## src/rtl/opaddr_pkg.sv

```systemverilog
package opaddr_pkg;

  localparam logic [1:0] MODE_DIRECT  = 2'b00;
  localparam logic [1:0] MODE_OFFSET  = 2'b01;
  localparam logic [1:0] MODE_POINTER = 2'b10;

  typedef enum logic [2:0] {
    ST_IDLE,
    ST_ADD_LO,
    ST_INC_HI,
    ST_RD_LO,
    ST_RD_HI,
    ST_GET_HI,
    ST_FIN
  } stateT;

  typedef struct packed {
    logic loadReq;   // capture operand, index and clear the carry flag
    logic addLo;     // low byte <= low byte + index
    logic incHi;     // high byte <= high byte + 1
    logic capLo;     // low byte <= read data
    logic capHi;     // high byte <= read data
    logic rdSecond;  // read address selects pointer location + 1
  } ctrlT;

endpackage

```

## src/rtl/opaddr_byte_adder.sv

```systemverilog
module opaddr_byte_adder #(
  parameter int W = 8
) (
  input  logic [W-1:0] aIn,
  input  logic [W-1:0] bIn,
  input  logic         cIn,
  output logic [W-1:0] sumOut,
  output logic         cOut
);

  logic [W:0] carryChain;

  assign carryChain[0] = cIn;

  for (genvar i = 0; i < W; i++) begin : g_bit
    assign sumOut[i]        = aIn[i] ^ bIn[i] ^ carryChain[i];
    assign carryChain[i+1]  = (aIn[i] & bIn[i]) | (aIn[i] & carryChain[i]) |
                              (bIn[i] & carryChain[i]);
  end

  assign cOut = carryChain[W];

endmodule

```

## src/rtl/opaddr_ctrl.sv

```systemverilog
module opaddr_ctrl
  import opaddr_pkg::*;
(
  input  logic       clk,
  input  logic       rstN,
  input  logic       reqValid,
  input  logic [1:0] reqMode,
  input  logic       carryOut,
  output ctrlT       ctrl,
  output logic       busy,
  output logic       done,
  output logic       memRdEn
);

  stateT state, stateNext;

  always_ff @(posedge clk or negedge rstN) begin
    if (!rstN) state <= ST_IDLE;
    else       state <= stateNext;
  end

  always_comb begin
    stateNext = state;
    ctrl      = '0;
    memRdEn   = 1'b0;
    unique case (state)
      ST_IDLE: begin
        if (reqValid) begin
          ctrl.loadReq = 1'b1;
          if (reqMode == MODE_OFFSET)       stateNext = ST_ADD_LO;
          else if (reqMode == MODE_POINTER) stateNext = ST_RD_LO;
          else                              stateNext = ST_FIN;
        end
      end
      ST_ADD_LO: begin
        ctrl.addLo = 1'b1;
        stateNext  = carryOut ? ST_INC_HI : ST_FIN;
      end
      ST_INC_HI: begin
        ctrl.incHi = 1'b1;
        stateNext  = ST_FIN;
      end
      ST_RD_LO: begin
        memRdEn   = 1'b1;
        stateNext = ST_RD_HI;
      end
      ST_RD_HI: begin
        memRdEn       = 1'b1;
        ctrl.rdSecond = 1'b1;
        ctrl.capLo    = 1'b1;
        stateNext     = ST_GET_HI;
      end
      ST_GET_HI: begin
        ctrl.capHi = 1'b1;
        ctrl.addLo = 1'b1;
        stateNext  = carryOut ? ST_INC_HI : ST_FIN;
      end
      ST_FIN: begin
        stateNext = ST_IDLE;
      end
      default: stateNext = ST_IDLE;
    endcase
  end

  assign busy = (state != ST_IDLE);
  assign done = (state == ST_FIN);

endmodule

```

## src/rtl/opaddr_datapath.sv

```systemverilog
module opaddr_datapath
  import opaddr_pkg::*;
#(
  parameter int BYTE_W = 8,
  localparam int ADDR_W = 2 * BYTE_W
) (
  input  logic              clk,
  input  logic              rstN,
  input  ctrlT              ctrl,
  input  logic [ADDR_W-1:0] reqOperand,
  input  logic [BYTE_W-1:0] reqIndex,
  input  logic [BYTE_W-1:0] memRdData,
  output logic              carryOut,
  output logic [ADDR_W-1:0] memRdAddr,
  output logic [ADDR_W-1:0] finalAddr,
  output logic              pageCrossed
);

  logic [BYTE_W-1:0] oarLo, oarHi, idxReg, zpReg;
  logic              crossReg;
  logic [BYTE_W-1:0] addA, addB, addSum, zpNext;
  logic              addCin;

  // one shared byte adder: low-byte add or high-byte increment
  always_comb begin
    if (ctrl.incHi) begin
      addA   = oarHi;
      addB   = '0;
      addCin = 1'b1;
    end else begin
      addA   = oarLo;
      addB   = idxReg;
      addCin = 1'b0;
    end
  end

  opaddr_byte_adder #(.W(BYTE_W)) adder_i (
    .aIn   (addA),
    .bIn   (addB),
    .cIn   (addCin),
    .sumOut(addSum),
    .cOut  (carryOut)
  );

  always_ff @(posedge clk or negedge rstN) begin
    if (!rstN) begin
      oarLo    <= '0;
      oarHi    <= '0;
      idxReg   <= '0;
      zpReg    <= '0;
      crossReg <= 1'b0;
    end else begin
      if (ctrl.loadReq) begin
        oarLo    <= reqOperand[BYTE_W-1:0];
        oarHi    <= reqOperand[ADDR_W-1:BYTE_W];
        idxReg   <= reqIndex;
        zpReg    <= reqOperand[BYTE_W-1:0];
        crossReg <= 1'b0;
      end
      if (ctrl.capLo) oarLo <= memRdData;
      if (ctrl.capHi) oarHi <= memRdData;
      if (ctrl.addLo) oarLo <= addSum;
      if (ctrl.incHi) begin
        oarHi    <= addSum;
        crossReg <= 1'b1;
      end
    end
  end

  // second pointer byte stays inside page zero
  assign zpNext      = zpReg + BYTE_W'(1);
  assign memRdAddr   = {{BYTE_W{1'b0}}, (ctrl.rdSecond ? zpNext : zpReg)};
  assign finalAddr   = {oarHi, oarLo};
  assign pageCrossed = crossReg;

endmodule

```

## src/rtl/operand_addr_unit.sv

```systemverilog
module operand_addr_unit
  import opaddr_pkg::*;
(
  input  logic        clk,
  input  logic        rstN,
  input  logic        reqValid,
  input  logic [1:0]  reqMode,
  input  logic [15:0] reqOperand,
  input  logic [7:0]  reqIndex,
  output logic        memRdEn,
  output logic [15:0] memRdAddr,
  input  logic [7:0]  memRdData,
  output logic        busy,
  output logic        done,
  output logic [15:0] finalAddr,
  output logic        pageCrossed
);

  ctrlT ctrl;
  logic carryOut;

  opaddr_ctrl ctrl_i (
    .clk     (clk),
    .rstN    (rstN),
    .reqValid(reqValid),
    .reqMode (reqMode),
    .carryOut(carryOut),
    .ctrl    (ctrl),
    .busy    (busy),
    .done    (done),
    .memRdEn (memRdEn)
  );

  opaddr_datapath #(.BYTE_W(8)) dp_i (
    .clk        (clk),
    .rstN       (rstN),
    .ctrl       (ctrl),
    .reqOperand (reqOperand),
    .reqIndex   (reqIndex),
    .memRdData  (memRdData),
    .carryOut   (carryOut),
    .memRdAddr  (memRdAddr),
    .finalAddr  (finalAddr),
    .pageCrossed(pageCrossed)
  );

endmodule

```

## config.mk

```make
export PLATFORM = sky130hd
export DESIGN_NAME = operand_addr_unit
export DESIGN_NICKNAME = d
export VERILOG_FILES = /design/src/rtl/opaddr_pkg.sv /design/src/rtl/opaddr_byte_adder.sv /design/src/rtl/opaddr_ctrl.sv /design/src/rtl/opaddr_datapath.sv /design/src/rtl/operand_addr_unit.sv
export SDC_FILE = /design/constraint.sdc
export NUM_CORES = 1
export LEC_CHECK = 0
export ABC_AREA = 1
export ABC_CLOCK_PERIOD_IN_PS = 5500
export BUFFER_PORTS_ARGS = -buffer_cell sky130_fd_sc_hd__buf_2
export CORE_ASPECT_RATIO = 1.75
export CORE_MARGIN = 2
export CORE_UTILIZATION = 40
export CTS_CLUSTER_DIAMETER = 120
export DETAILED_ROUTE_END_ITERATION = 10
export HOLD_SLACK_MARGIN = 0.1
export PLACE_DENSITY = 0.75
export SLEW_MARGIN = 15
export SYNTH_ARGS = -nofsm -noshare
export SYNTH_HDL_FRONTEND = slang
export SYNTH_SLANG_ARGS = --single-unit
```

## constraint.sdc

```tcl
create_clock -name clk -period 5.5 [get_ports clk]
set_input_delay 0.55 -clock clk [delete_from_list [all_inputs] [get_ports clk]]
set_output_delay 0.55 -clock clk [all_outputs]
set_load 0.05 [all_outputs]
```

# Word-level counts from Yosys, hierarchy flattened
# Index checks and enable logic that the tools add are counted.
totals:
  reg_bits: 36
  latch_bits: 0
  mem_bits_rw: 0
  rom_bits: 0
  inputBits: 37
  word_cells: 103
  mem_count: 0
op_classes:
  addsub: 1
  n_mul: 0
  n_div: 0
  order_cmp: 0
  n_eq_ne: 9
  shift: 0
  n_mux: 24
  n_bitwise: 56
  n_reduce_logical: 7
op_table:
  columns: ["cell", "count"]
  rows:
  - ["2-to-1 mux 8 bit", 9]
  - ["bitwise AND 1 bit", 24]
  - ["bitwise OR 1 bit", 16]
  - ["XOR 1 bit", 16]
  - ["case mux 3 bit (5 select lines)", 1]
  - ["2-to-1 mux 3 bit", 4]
  - ["2-to-1 mux 1 bit", 10]
  - ["== test 3 bit (second input constant)", 3]
  - ["nonzero test 3 bit", 3]
  - ["adder 8 x 1 -> 8 bit (second input constant)", 1]
  - ["== test 3 x 2 -> 1 bit (second input constant)", 2]
  - ["OR reduction 2 bit", 2]
  - ["== test 3 x 1 -> 1 bit (second input constant)", 1]
  - ["zero test 3 bit", 1]
  - ["== test 2 x 1 -> 1 bit (second input constant)", 1]
  - ["== test 2 bit (second input constant)", 1]
  - ["inequality test 2 bit (second input constant)", 1]
  - ["nonzero test 2 bit", 1]

# Depth between registers and ports, before layout
# Gate-level depths: netlist (run 1).
logic_depth:
  depth_word: 29
  depth_mapped: 20
  ltp_nobuf: 18

# Hierarchy
# Synthesis (run 1) repeated with hierarchy kept, for this count alone.
unflattened:
  hier_cells: 349
  hier_area_um2: 2463.6
modules_own_cells:
  columns: ["module", "n_inst", "cells_per_inst", "area_each_um2", "seq_area_each_um2"]
  rows:
  - ["opaddr_datapath", 1, 291, 2021.9, 825.8]
  - ["opaddr_ctrl", 1, 40, 244.0, 75.1]
  - ["opaddr_byte_adder", 1, 18, 197.7, 0.0]

# Least setup slack after synthesis (run 1)
# Ideal clock, no wire load.
synth_timing:
  kind: "flip-flop to flip-flop"
  start: "reg ctrl_i.state[2]"
  end: "reg dp_i.oarLo[7]"
  arrival_ns: 4.124
  t_required_ns: 5.431
  slack_ns: 1.307
  stages_incl_launch_ff: 19
  n_path_buf: 3
  synth_period_minus_slack_ns: 4.193
  path_cell_list: "dfrtp_1 buf_4 inv_2 nand3_2 buf_4 buf_4 nand2_1 fa_1 fa_1 inv_1 fa_1 fa_1 fa_1 fa_1 fa_1 inv_1 fa_1 or2_1 nand3_1"
synth_between:
  elab_chain_len: 26
  word_cells_on_any_way: 53
  cone_classes: "eq/ne: 4; mux: 9; bitwise: 37; reduce/logical: 3"
synth_rtl:
  columns: ["element", "line_no", "rtl"]
  rows:
  - ["start: declaration", "opaddr_ctrl.sv:15", "stateT state, stateNext;"]
  - ["start signal: assignment", "opaddr_ctrl.sv:19", "else state <= stateNext;"]
  - ["== test 3 x 2 -> 1 bit", "opaddr_ctrl.sv:26", "unique case (state)"]
  - ["2-to-1 mux 1 bit", "opaddr_ctrl.sv:26", null]
  - ["2-to-1 mux 8 bit / 2-to-1 mux 1 bit (equally long branches)", "opaddr_datapath.sv:26", "if (ctrl.incHi) begin"]
  - ["bitwise AND 1 bit", "opaddr_byte_adder.sv:17", "assign carryChain[i+1] = (aIn[i] & bIn[i]) | (aIn[i] & carryChain[i]) |"]
  - ["bitwise OR 1 bit (2 in series)", "opaddr_byte_adder.sv:17", null]
  - ["bitwise AND 1 bit", "opaddr_byte_adder.sv:17", null]
  - ["bitwise OR 1 bit (2 in series)", "opaddr_byte_adder.sv:17", null]
  - ["bitwise AND 1 bit", "opaddr_byte_adder.sv:17", null]
  - ["(+5 left out)", null, null]
  - ["bitwise AND 1 bit", "opaddr_byte_adder.sv:17", null]
  - ["bitwise OR 1 bit (2 in series)", "opaddr_byte_adder.sv:17", null]
  - ["bitwise AND 1 bit", "opaddr_byte_adder.sv:17", null]
  - ["bitwise OR 1 bit (2 in series)", "opaddr_byte_adder.sv:17", null]
  - ["bitwise AND 1 bit", "opaddr_byte_adder.sv:17", null]
  - ["bitwise OR 1 bit (2 in series)", "opaddr_byte_adder.sv:17", null]
  - ["XOR 1 bit", "opaddr_byte_adder.sv:16", "assign sumOut[i] = aIn[i] ^ bIn[i] ^ carryChain[i];"]
  - ["2-to-1 mux 8 bit", "opaddr_datapath.sv:62", "if (ctrl.addLo) oarLo <= addSum;"]
  - ["end signal: assignment", "opaddr_datapath.sv:54", "oarLo <= reqOperand[BYTE_W-1:0];"]
  - ["end signal: assignment", "opaddr_datapath.sv:60", "if (ctrl.capLo) oarLo <= memRdData;"]
  - ["end signal: assignment", "opaddr_datapath.sv:62", null]
  - ["end: declaration", "opaddr_datapath.sv:19", "logic [BYTE_W-1:0] oarLo, oarHi, idxReg, zpReg;"]
# Several ways; a longest one is shown, not always the timed one.
# A chain may end at the register's enable or synchronous reset.

# Worst setup path in the final report (run 1)
layout_timing:
  start: "reg ctrl_i.state[0]"
  end: "reg dp_i.oarLo[7]"
# The elaborated chain is that of the path after synthesis.

==> impl_metrics.ini, run 1 <==
[sta]
timing.setup.tns_ns = 0
final_max_slew_viol_count = 0
rsz0062_at_grt = no
layout_min_cycle_time_ns = 4.600
hold_viol_final = 0
clock_skew_ns = 0.01438
relSlewSlack_pct = 46.42
timing.final.setup_violations = 0
hold_ws_ns = 0.3370
period_share_pct = 83.64
worst_pin_slew_ns = 0.8037
fmax_mhz = 217.4

[cts]
cts_buffers = 5
cts_tree = done
clk_pin_slew_worst_paths_ns = 0.08
holdBufCountCts = 0
cts_root_buf = clkbuf_8
htreeDepth = 2
clock-sinks = 36
cts_resized = 0
cts_buffer_depth = 2
cts_setup_buffers = 0
worstSkewPairLatency_ns = 0.30

[yosys]
syn_inst = 326
synth-simple-area-share_pct = 37.23
synthXorXnorAreaFrac_pct = 1.064
synth_compound_area_share_pct = 4.154
synthDistinctLibCells = 35
muxShareOfSynthArea_pct = 0.8105
synthMostInstantiatedCell = nand2_1
synth_area_leaders = dfrtp_1 (36%), nand2_1 (17%), nand3_1 (6.9%), fa_1 (6.5%), nand4_1 (4.8%)
synth_top_family_by_area = simple AND/OR/NAND/NOR gates
async_flop_share_pct = 100.0
synth_edf_count = 0
synth_top_cell_area_share_pct = 36.47
yosys_warnings = 0
synth_common_cells = nand2_1 (114), dfrtp_1 (36), nand3_1 (34), inv_1 (28), nand4_1 (19)
synth_top_area_cell = dfrtp_1
ys_seq_area_share_pct = 36.47
ys.flop_type = dfrtp_1
synth_fa_ha_area_share_pct = 8.004
syn_area_sq_um = 2470
avgSynthCellArea_sq_um = 7.576
ys_ff_latch = 36

[detailed_routing]
drt-met1-wl_um = 2394
dr_wl_met3_um = 346
post_drt_via_cell_ratio = 5.107
initialDrtViolationCount = 119
ant_nets = 0
num_vias = 2344
met2WireLength_um = 3467
maxUsedRoutingLayer = met4
wl_um = 6547
avgRoutedWirePerCell_um = 14.26
drtPass1Iterations = 4
drc = 0

[floorplanning]
core_sq_um = 5926
ios = 73
die_area_sq_um = 6844
rows = 37
start_util_pct = 41.68
die_w_um = 63.40
die_y_um = 108.0

[critical_path]
slowest_stage = dfrtp_1
path_max_fanout = 21
crit_chain = inv_2 -> nand3_2 -> buf_4 -> inv_1 -> nand2_1 -> nand2_1 -> fa_1 -> fa_1 -> fa_1 -> fa_1 -> fa_1 -> inv_1 -> fa_1 -> or2_1 -> nand3_1
max_stage_delay_ns = 0.62
critPathKind = reg -> reg
path_buf_inv = 4
cpLargestDelayFamily = adder cells
crit_path_frequent_cell = fa_1
worstPathArrival_ns = 4.84
cp-end-kind = register
crit_required_ns = 5.74
cp-start-kind = register

[placed_design]
gp_congestion = 0.8744
placed_area_sq_um = 2758
dpl.hpwl_um = 5107
io_buffer_count = 64

[flow_run]
maxCapViolCount = 0

[global_routing]
grt_pass1_vias = 2329
grt_usage_pct = 20.55
grt-ovfl-total = 0
antenna_found_initial = 0
grt_max_degree = 37
grt_pass1_wl_um = 10870

[final_layout]
area_delta_synth_final_pct = 15.55
num_antenna_cells = 0
drive_gt1_share_pct = 24.15
nets = 429
finalInstanceArea_sq_um = 2854

[min_path]
hp-class = in -> async

[status]
status = finished, final reports clean
==> cell usage in the layout (no fill, tap or decap), drive strengths merged, types with 2 or more instances in the layout <==
cell / synthesis / final
nand2: 118 / 118
a21oi: 2 / 2
inv: 34 / 34
mux2i: 2 / 2
conb: 1 / 8
fa: 8 / 8
clkbuf: 3 / 7
dfrtp: 36 / 36
o21a: 2 / 2
o22ai: 3 / 3
nor2: 15 / 15
o21ai: 8 / 8
nand3: 38 / 38
buf: 22 / 66
xor2: 2 / 2
ha: 3 / 3
nand4: 19 / 19
o21bai: 2 / 2
nor3: 2 / 2
or2: 4 / 4
==> registers in the layout (all words and copies together), names as in the netlist <==
signal / cells
dp_i.idxReg: 8
dp_i.oarHi: 8
dp_i.oarLo: 8
dp_i.zpReg: 8
ctrl_i.state: 3
dp_i.pageCrossed: 1
==> final cells by class <==
type	count	area, sq um
inverters	34	127.6
well taps	78	97.59
repair buffers	66	335.3
flip-flops and latches	36	900.9
multi-input cells	238	1296
fillers	646	3072
clock buffers	7	96.34
==> worst reg2reg max path, stage by stage (launching register included) <==
cell and delay (ns):
dfrtp_1 0.62, inv_2 0.12, nand3_2 0.29, buf_4 0.32, inv_1 0.21, nand2_1 0.11
nand2_1 0.07, fa_1 0.44, fa_1 0.39, fa_1 0.39, fa_1 0.39, fa_1 0.38
inv_1 0.08, fa_1 0.42, or2_1 0.24, nand3_1 0.08
==> cells by family after synthesis <==
logic type               after synthesis
AND/OR/NAND/NOR                      197
buffers and inverters                 59
flip-flops                            36
AO/OA/AOI/OAI                         17
adder cells (fa/ha/maj)               11
XOR/XNOR                               3
multiplexers                           2
other                                  1
==> final timing paths <==
kind / from / to / slack, ns / depth (start not counted)
max: ctrl_i.state[0] / dp_i.oarLo[7] / 0.90 / 15
min: rstN / dp_i.oarHi[5] / 0.34 / 1
max reg2reg: ctrl_i.state[0] / dp_i.oarLo[7] / 0.90 / 15
min reg2reg: dp_i.idxReg[5] / dp_i.idxReg[5] / 0.48 / 2
max in group asynchronous: rstN / dp_i.oarLo[5] / 4.64 / 1
min in group clk: reqIndex[6] / dp_i.idxReg[6] / 0.45 / 3
==> stage by stage <==
step	instances	setup slack, ns	utilization (%)
after floorplan	333	1.307	-
after global placement	452	1.071	46.54
after detailed placement	452	0.9326	46.54
after CTS	459	0.9372	48.16
after global routing	459	0.6432	48.16
final	459	0.8995	48.16
==> metal layers <==
layer,vias to the layer above,track usage [%]
li1,1132,-
met2,105,36.32
met1,1082,22.60
met5,-,0
met3,25,3.538
met4,0,12.73
Power of run 1 is left out: the tool's default activity adds up to more than one toggle a clock period on the data nets, which glitch-free logic cannot reach.
==> run 2: changes to the inputs <==
--- a/config.mk
+++ b/config.mk
@@ -5,8 +5,8 @@
 export SDC_FILE = /design/constraint.sdc
 export NUM_CORES = 1
 export LEC_CHECK = 0
-export ABC_AREA = 1
-export ABC_CLOCK_PERIOD_IN_PS = 5500
+export ABC_AREA = 0
+export ABC_CLOCK_PERIOD_IN_PS = 4300
 export BUFFER_PORTS_ARGS = -buffer_cell sky130_fd_sc_hd__buf_2
 export CORE_ASPECT_RATIO = 1.75
 export CORE_MARGIN = 2
==> constraint.sdc (replaced) <==
create_clock -name clk -period 4.3 [get_ports clk]
set_input_delay 0.43 -clock clk [delete_from_list [all_inputs] [get_ports clk]]
set_output_delay 0.43 -clock clk [all_outputs]
set_load 0.05 [all_outputs]
==> impl_metrics.ini, run 2 <==
[placed_design]
gp_congestion = 0.8724
dp.cells = 376
dp_slack_ns = 0.09833
dpl.hpwl_um = 4880
io_buffer_count = 64

[global_routing]
grt_usage_pct = 19.33
grt_max_degree = 37
grt_pass1_wl_um = 10160
grt_pass1_vias = 2104
grt-ovfl-total = 0
antenna_found_initial = 0

[floorplanning]
die_y_um = 108.4
rows = 38
core_sq_um = 6133
die_w_um = 63.67
start_util_pct = 40.64
ios = 73
die_area_sq_um = 6903

[critical_path]
crit_chain = nor3b_4 -> mux2_4 -> inv_2 -> fa_2 -> fa_2 -> inv_2 -> fa_2 -> fa_2 -> fa_2 -> fa_2 -> fa_2 -> inv_2 -> fa_1 -> mux2i_1 -> o221a_2
slowest_stage = fa_1
crit_path_frequent_cell = fa_2
cp-end-kind = register
worstPathArrival_ns = 4.43
cp-start-kind = register
crit_required_ns = 4.53
critPathKind = reg -> reg
max_stage_delay_ns = 0.42
path_max_fanout = 2

[yosys]
ys.flop_type = dfrtp_1
synthMostInstantiatedCell = dfrtp_1
synth_top_area_cell = dfrtp_1
async_flop_share_pct = 100.0
synth_edf_count = 0
syn_area_sq_um = 2492
ys_ff_latch = 36
syn_inst = 248
ys_seq_area_share_pct = 36.14
yosys_warnings = 0
synth_top_cell_area_share_pct = 36.14
synthDistinctLibCells = 43
synth_area_leaders = dfrtp_1 (36%), mux2_2 (10%), fa_1 (6.4%), nor2b_1 (4.5%), a21oi_1 (3.2%)
avgSynthCellArea_sq_um = 10.05
synth_common_cells = dfrtp_1 (36), mux2_2 (23), nor2b_1 (18), a21oi_1 (16), nand2_1 (16)

[sta]
setup_ws_ns = 0.09236
final_max_slew_viol_count = 0
period_share_pct = 97.85
clock_skew_ns = 0.004884
layout_min_cycle_time_ns = 4.208
worst_pin_slew_ns = 0.8307
relSlewSlack_pct = 44.62
hold_viol_final = 0
timing.final.setup_violations = 0
rsz0062_at_grt = yes
hold_ws_ns = 0.2411
fmax_mhz = 237.7

[detailed_routing]
drtPass1Iterations = 4
ant_nets = 0
drc = 0
post_drt_via_cell_ratio = 5.416
initialDrtViolationCount = 146
num_vias = 2085
wl_um = 6329
avgRoutedWirePerCell_um = 16.44

[status]
status = finished, final reports clean

[cts]
clk_pin_slew_worst_paths_ns = 0.07
clock-sinks = 36
worstSkewPairLatency_ns = 0.29
cts_buffer_depth = 2
cts_tree = done
cts_setup_buffers = 0
cts_buffers = 5
htreeDepth = 2
cts_root_buf = clkbuf_8

[flow_run]
maxCapViolCount = 0

[final_layout]
layout_common_cells = buf_2 (64), dfrtp_1 (36), mux2_2 (22)
num_antenna_cells = 0
instances_no_fill = 385
area_delta_synth_final_pct = 21.08
drive_gt1_share_pct = 40.33
nets = 352
mostFrequentLayoutCell = buf_2
post-route-util_pct = 49.20

[min_path]
hp-class = in -> async
-- run 2: area by class of cell --
cell class                 count  area [sq um]
fill                         609          3115
timing repair buffer          70         381.6
multi-input combinational    180          1468
clock inverter                 1         30.03
sequential                    36         900.9
inverter                      11         41.29
tap                           80         100.1
clock buffer                   7         96.34
-- run 2: through the flow --
step                TNS [ns]  instance area, sq um
floorplan                  0                  2539
global placement           0                  2843
detailed placement         0                  2843
CTS                        0                  2969
global route         -0.1129                  3018
finish                     0                  3018
-- run 2: cell families (layout without fill, tap and decap cells) --
| family | after synthesis | in the layout | share of synthesized area, % |
|---|---|---|---|
| compound gates | 67 | 67 | 18.63 |
| simple gates | 60 | 60 | 14.76 |
| buf+inv | 39 | 89 | 7.932 |
| flops | 36 | 36 | 36.14 |
| mux | 27 | 27 | 12.00 |
| fa+ha+maj | 11 | 11 | 7.932 |
| xor+xnor | 7 | 7 | 2.460 |
| other cells | 1 | 8 | 0.1505 |
-- run 2: worst paths after layout --
path / startpoint / endpoint / slack [ns] / cells after the start
min in group clk: reqIndex[4] / dp_i.idxReg[4] / 0.37 / 2
min reg2reg: dp_i.idxReg[6] / dp_i.idxReg[6] / 0.51 / 1
max reg2reg: ctrl_i.state[0] / dp_i.oarLo[7] / 0.09 / 15
max: ctrl_i.state[0] / dp_i.oarLo[7] / 0.09 / 15
max in group asynchronous: rstN / dp_i.idxReg[2] / 3.54 / 1
min: rstN / dp_i.zpReg[4] / 0.24 / 1
-- run 2: routing by layer --
| metal | global-route usage, % | routed length, um | share of wire, % |
|---|---|---|---|
| met5 | 0 | 0 | 0 |
| met3 | 3.954 | 270 | 4.3 |
| met1 | 20.41 | 2340 | 37 |
| met2 | 35.71 | 3523 | 56 |
| met4 | 9.783 | 195 | 3.1 |
-- run 2: what timing repair did --
action                                 CTS  global route
resized for setup                        0            13
endpoints found under the hold margin    0             0
hold buffers                             0             0
setup endpoints to repair                0             2
-- run 2: worst max-delay path, delay by kind of cell (launching register included) --
family	cells	cell delay, ns
AOI/OAI and AO/OA	1	0.20
adders and majority gates	8	2.60
buffers and inverters	3	0.17
DFF	1	0.41
muxes	2	0.48
and+or+nand+nor	1	0.28
Power of run 2 is left out for the same reason.
==> run 3: changes to the inputs <==
--- a/config.mk
+++ b/config.mk
@@ -14,8 +14,9 @@
 export CTS_CLUSTER_DIAMETER = 120
 export DETAILED_ROUTE_END_ITERATION = 10
 export HOLD_SLACK_MARGIN = 0.1
-export PLACE_DENSITY = 0.75
+export PLACE_DENSITY = 0.76
 export SLEW_MARGIN = 15
 export SYNTH_ARGS = -nofsm -noshare
 export SYNTH_HDL_FRONTEND = slang
+export SYNTH_HIERARCHICAL = 1
 export SYNTH_SLANG_ARGS = --single-unit
==> impl_metrics.ini, run 3 <==
[status]
status = finished, final reports clean

[placed_design]
io_buffer_count = 64
dp_slack_ns = 0.05123
gp_congestion = 0.7989
dpl.hpwl_um = 3994

[final_layout]
mostFrequentLayoutCell = buf_2
area_delta_synth_final_pct = 20.28
num_antenna_cells = 0
fill_cells = 559
drive_gt1_share_pct = 49.11
nets = 327
layout_common_cells = buf_2 (64), dfrtp_1 (36), mux2_2 (29)

[sta]
hold_viol_final = 0
period_share_pct = 95.45
final_max_slew_viol_count = 0
relSlewSlack_pct = 45.51
setup_ws_ns = 0.1956
timing.final.setup_violations = 0
fmax_mhz = 243.6
clock_skew_ns = 0.008233
timing.setup.tns_ns = 0
layout_min_cycle_time_ns = 4.104
worst_pin_slew_ns = 0.8173
rsz0062_at_grt = no
hold_ws_ns = 0.2424

[yosys]
synth_area_leaders = dfrtp_1 (37%), mux2_2 (14%), mux2_4 (7.4%), fa_1 (6.6%), mux2i_1 (6.6%)
synth_common_cells = dfrtp_1 (36), mux2_2 (30), nand2_1 (20), mux2i_1 (16), inv_1 (14)
synth_top_cell_area_share_pct = 37.25
ys_seq_area_share_pct = 37.25
synthMostInstantiatedCell = dfrtp_1
synth_top_area_cell = dfrtp_1
ys_ff_latch = 36
synthDistinctLibCells = 36
syn_area_sq_um = 2419
syn_inst = 215
ys.flop_type = dfrtp_1
async_flop_share_pct = 100.0
synth_edf_count = 0
yosys_warnings = 6
avgSynthCellArea_sq_um = 11.25

[detailed_routing]
avgRoutedWirePerCell_um = 14.07
post_drt_via_cell_ratio = 4.752
initialDrtViolationCount = 41
drtPass1Iterations = 4
drc = 0
wl_um = 5052
ant_nets = 0
num_vias = 1706

[cts]
cts_root_buf = clkbuf_8
htreeDepth = 2
cts_tree = done
cts_buffers = 5
worstSkewPairLatency_ns = 0.29
cts_buffer_depth = 2
clk_pin_slew_worst_paths_ns = 0.07
clock-sinks = 36

[floorplanning]
start_util_pct = 41.14
die_area_sq_um = 6709
ios = 73
die_w_um = 62.78
die_y_um = 106.9
rows = 37
core_sq_um = 5879

[global_routing]
antenna_found_initial = 0
grt_pass1_vias = 1721
grt_pass1_wl_um = 8217
grt-ovfl-total = 0
grt_usage_pct = 15.67
grt_max_degree = 37

[critical_path]
critPathKind = reg -> reg
cp-start-kind = register
path_max_fanout = 3
worstPathArrival_ns = 4.31
cp-end-kind = register
crit_required_ns = 4.51
reg2reg_slack_ns = 0.20

[flow_run]
maxCapViolCount = 0

[min_path]
hp-class = in -> async
## run 3: cell types whose count changed in the layout (fill, tap and decap cells not counted), moves of 5 or more
| cell | previous run | this run |
|---|---|---|
| mux2_2 | 22 | 29 |
| a31oi_1 | 8 | 0 |
| nand2b_1 | 7 | 1 |
| a21oi_1 | 16 | 1 |
| o21ai_0 | 13 | 2 |
| mux2i_1 | 3 | 16 |
| a211oi_1 | 8 | 1 |
| o221a_2 | 5 | 0 |
| a221o_1 | 8 | 0 |
| mux2_4 | 1 | 13 |
| nor2b_1 | 18 | 10 |
| o21ai_1 | 0 | 14 |
## run 3: worst paths after layout
check / start / to / depth (start not counted)
worst max-delay path: ctrl_i/state[1] / dp_i/oarHi[7] / 17
worst min-delay path: rstN / dp_i/oarHi[5] / 1
worst max register to register: ctrl_i/state[1] / dp_i/oarHi[7] / 17
worst min register to register: dp_i/pageCrossed / dp_i/pageCrossed / 1
max in group asynchronous: rstN / dp_i/zpReg[7] / 1
min in group clk: reqIndex[6] / dp_i/idxReg[6] / 2
## run 3: kinds of logic (layout without fill, tap and decap cells)
logic type	Yosys count	in the layout	share of synthesized area [%]
AND/OR/NAND/NOR	44	44	9.623
other	1	8	0.1551
multiplexers	58	58	28.04
flip-flops	36	36	37.25
AO/OA/AOI/OAI	23	23	5.329
buffers and inverters	36	95	9.415
XOR/XNOR	7	7	2.535
adder cells (fa/ha/maj)	10	10	7.656
## run 3: timing repair
item / in CTS / in global routing
buffers inserted: 0 / 1
resized for setup: 0 / 10
endpoints found under the hold margin: 0 / 0
hold buffers: 0 / 0
endpoints found under the setup margin: 0 / 3
## run 3: stage by stage
step | cell area, sq um | cells | util (%)
after floorplan | 2460 | 222 | -
after global placement | 2779 | 350 | 47.27
after detailed placement | 2779 | 350 | 47.27
after CTS | 2887 | 358 | 49.10
after global routing | 2909 | 359 | 49.48
final | 2909 | 359 | 49.48
## run 3: layout make-up
class / instances / area [sq um] / area share, %
Clock buffer: 6 / 72.57 / 2.495
Tap cell: 78 / 97.59 / 3.355
Multi-Input combinational cell: 150 / 1359 / 46.71
Inverter: 14 / 52.55 / 1.806
Clock inverter: 2 / 35.03 / 1.204
Sequential cell: 36 / 900.9 / 30.97
Timing Repair Buffer: 73 / 391.6 / 13.46
## run 3: layer usage
layer	share of wire (%)	global-route usage [%]	wire, um	vias to the layer above
met4	2.3	6.984	116	0
met2	55	28.26	2787	46
met3	4.4	3.253	223	8
met1	38	17.58	1923	819
met5	0	0	0	-
li1	-	-	-	833
## run 3: worst max-delay path: stages (launching register included)
cell and delay, ns:
dfrtp_1 0.36, inv_2 0.06, nor3_4 0.21, mux2_4 0.32, inv_2 0.06, fa_2 0.18
inv_1 0.05, fa_2 0.34, fa_2 0.35, fa_2 0.34, fa_2 0.35, fa_2 0.35
fa_2 0.39, inv_2 0.06, fa_1 0.39, inv_1 0.08, nand2_1 0.05, o21ai_1 0.07
Power of run 3 is left out for the same reason.
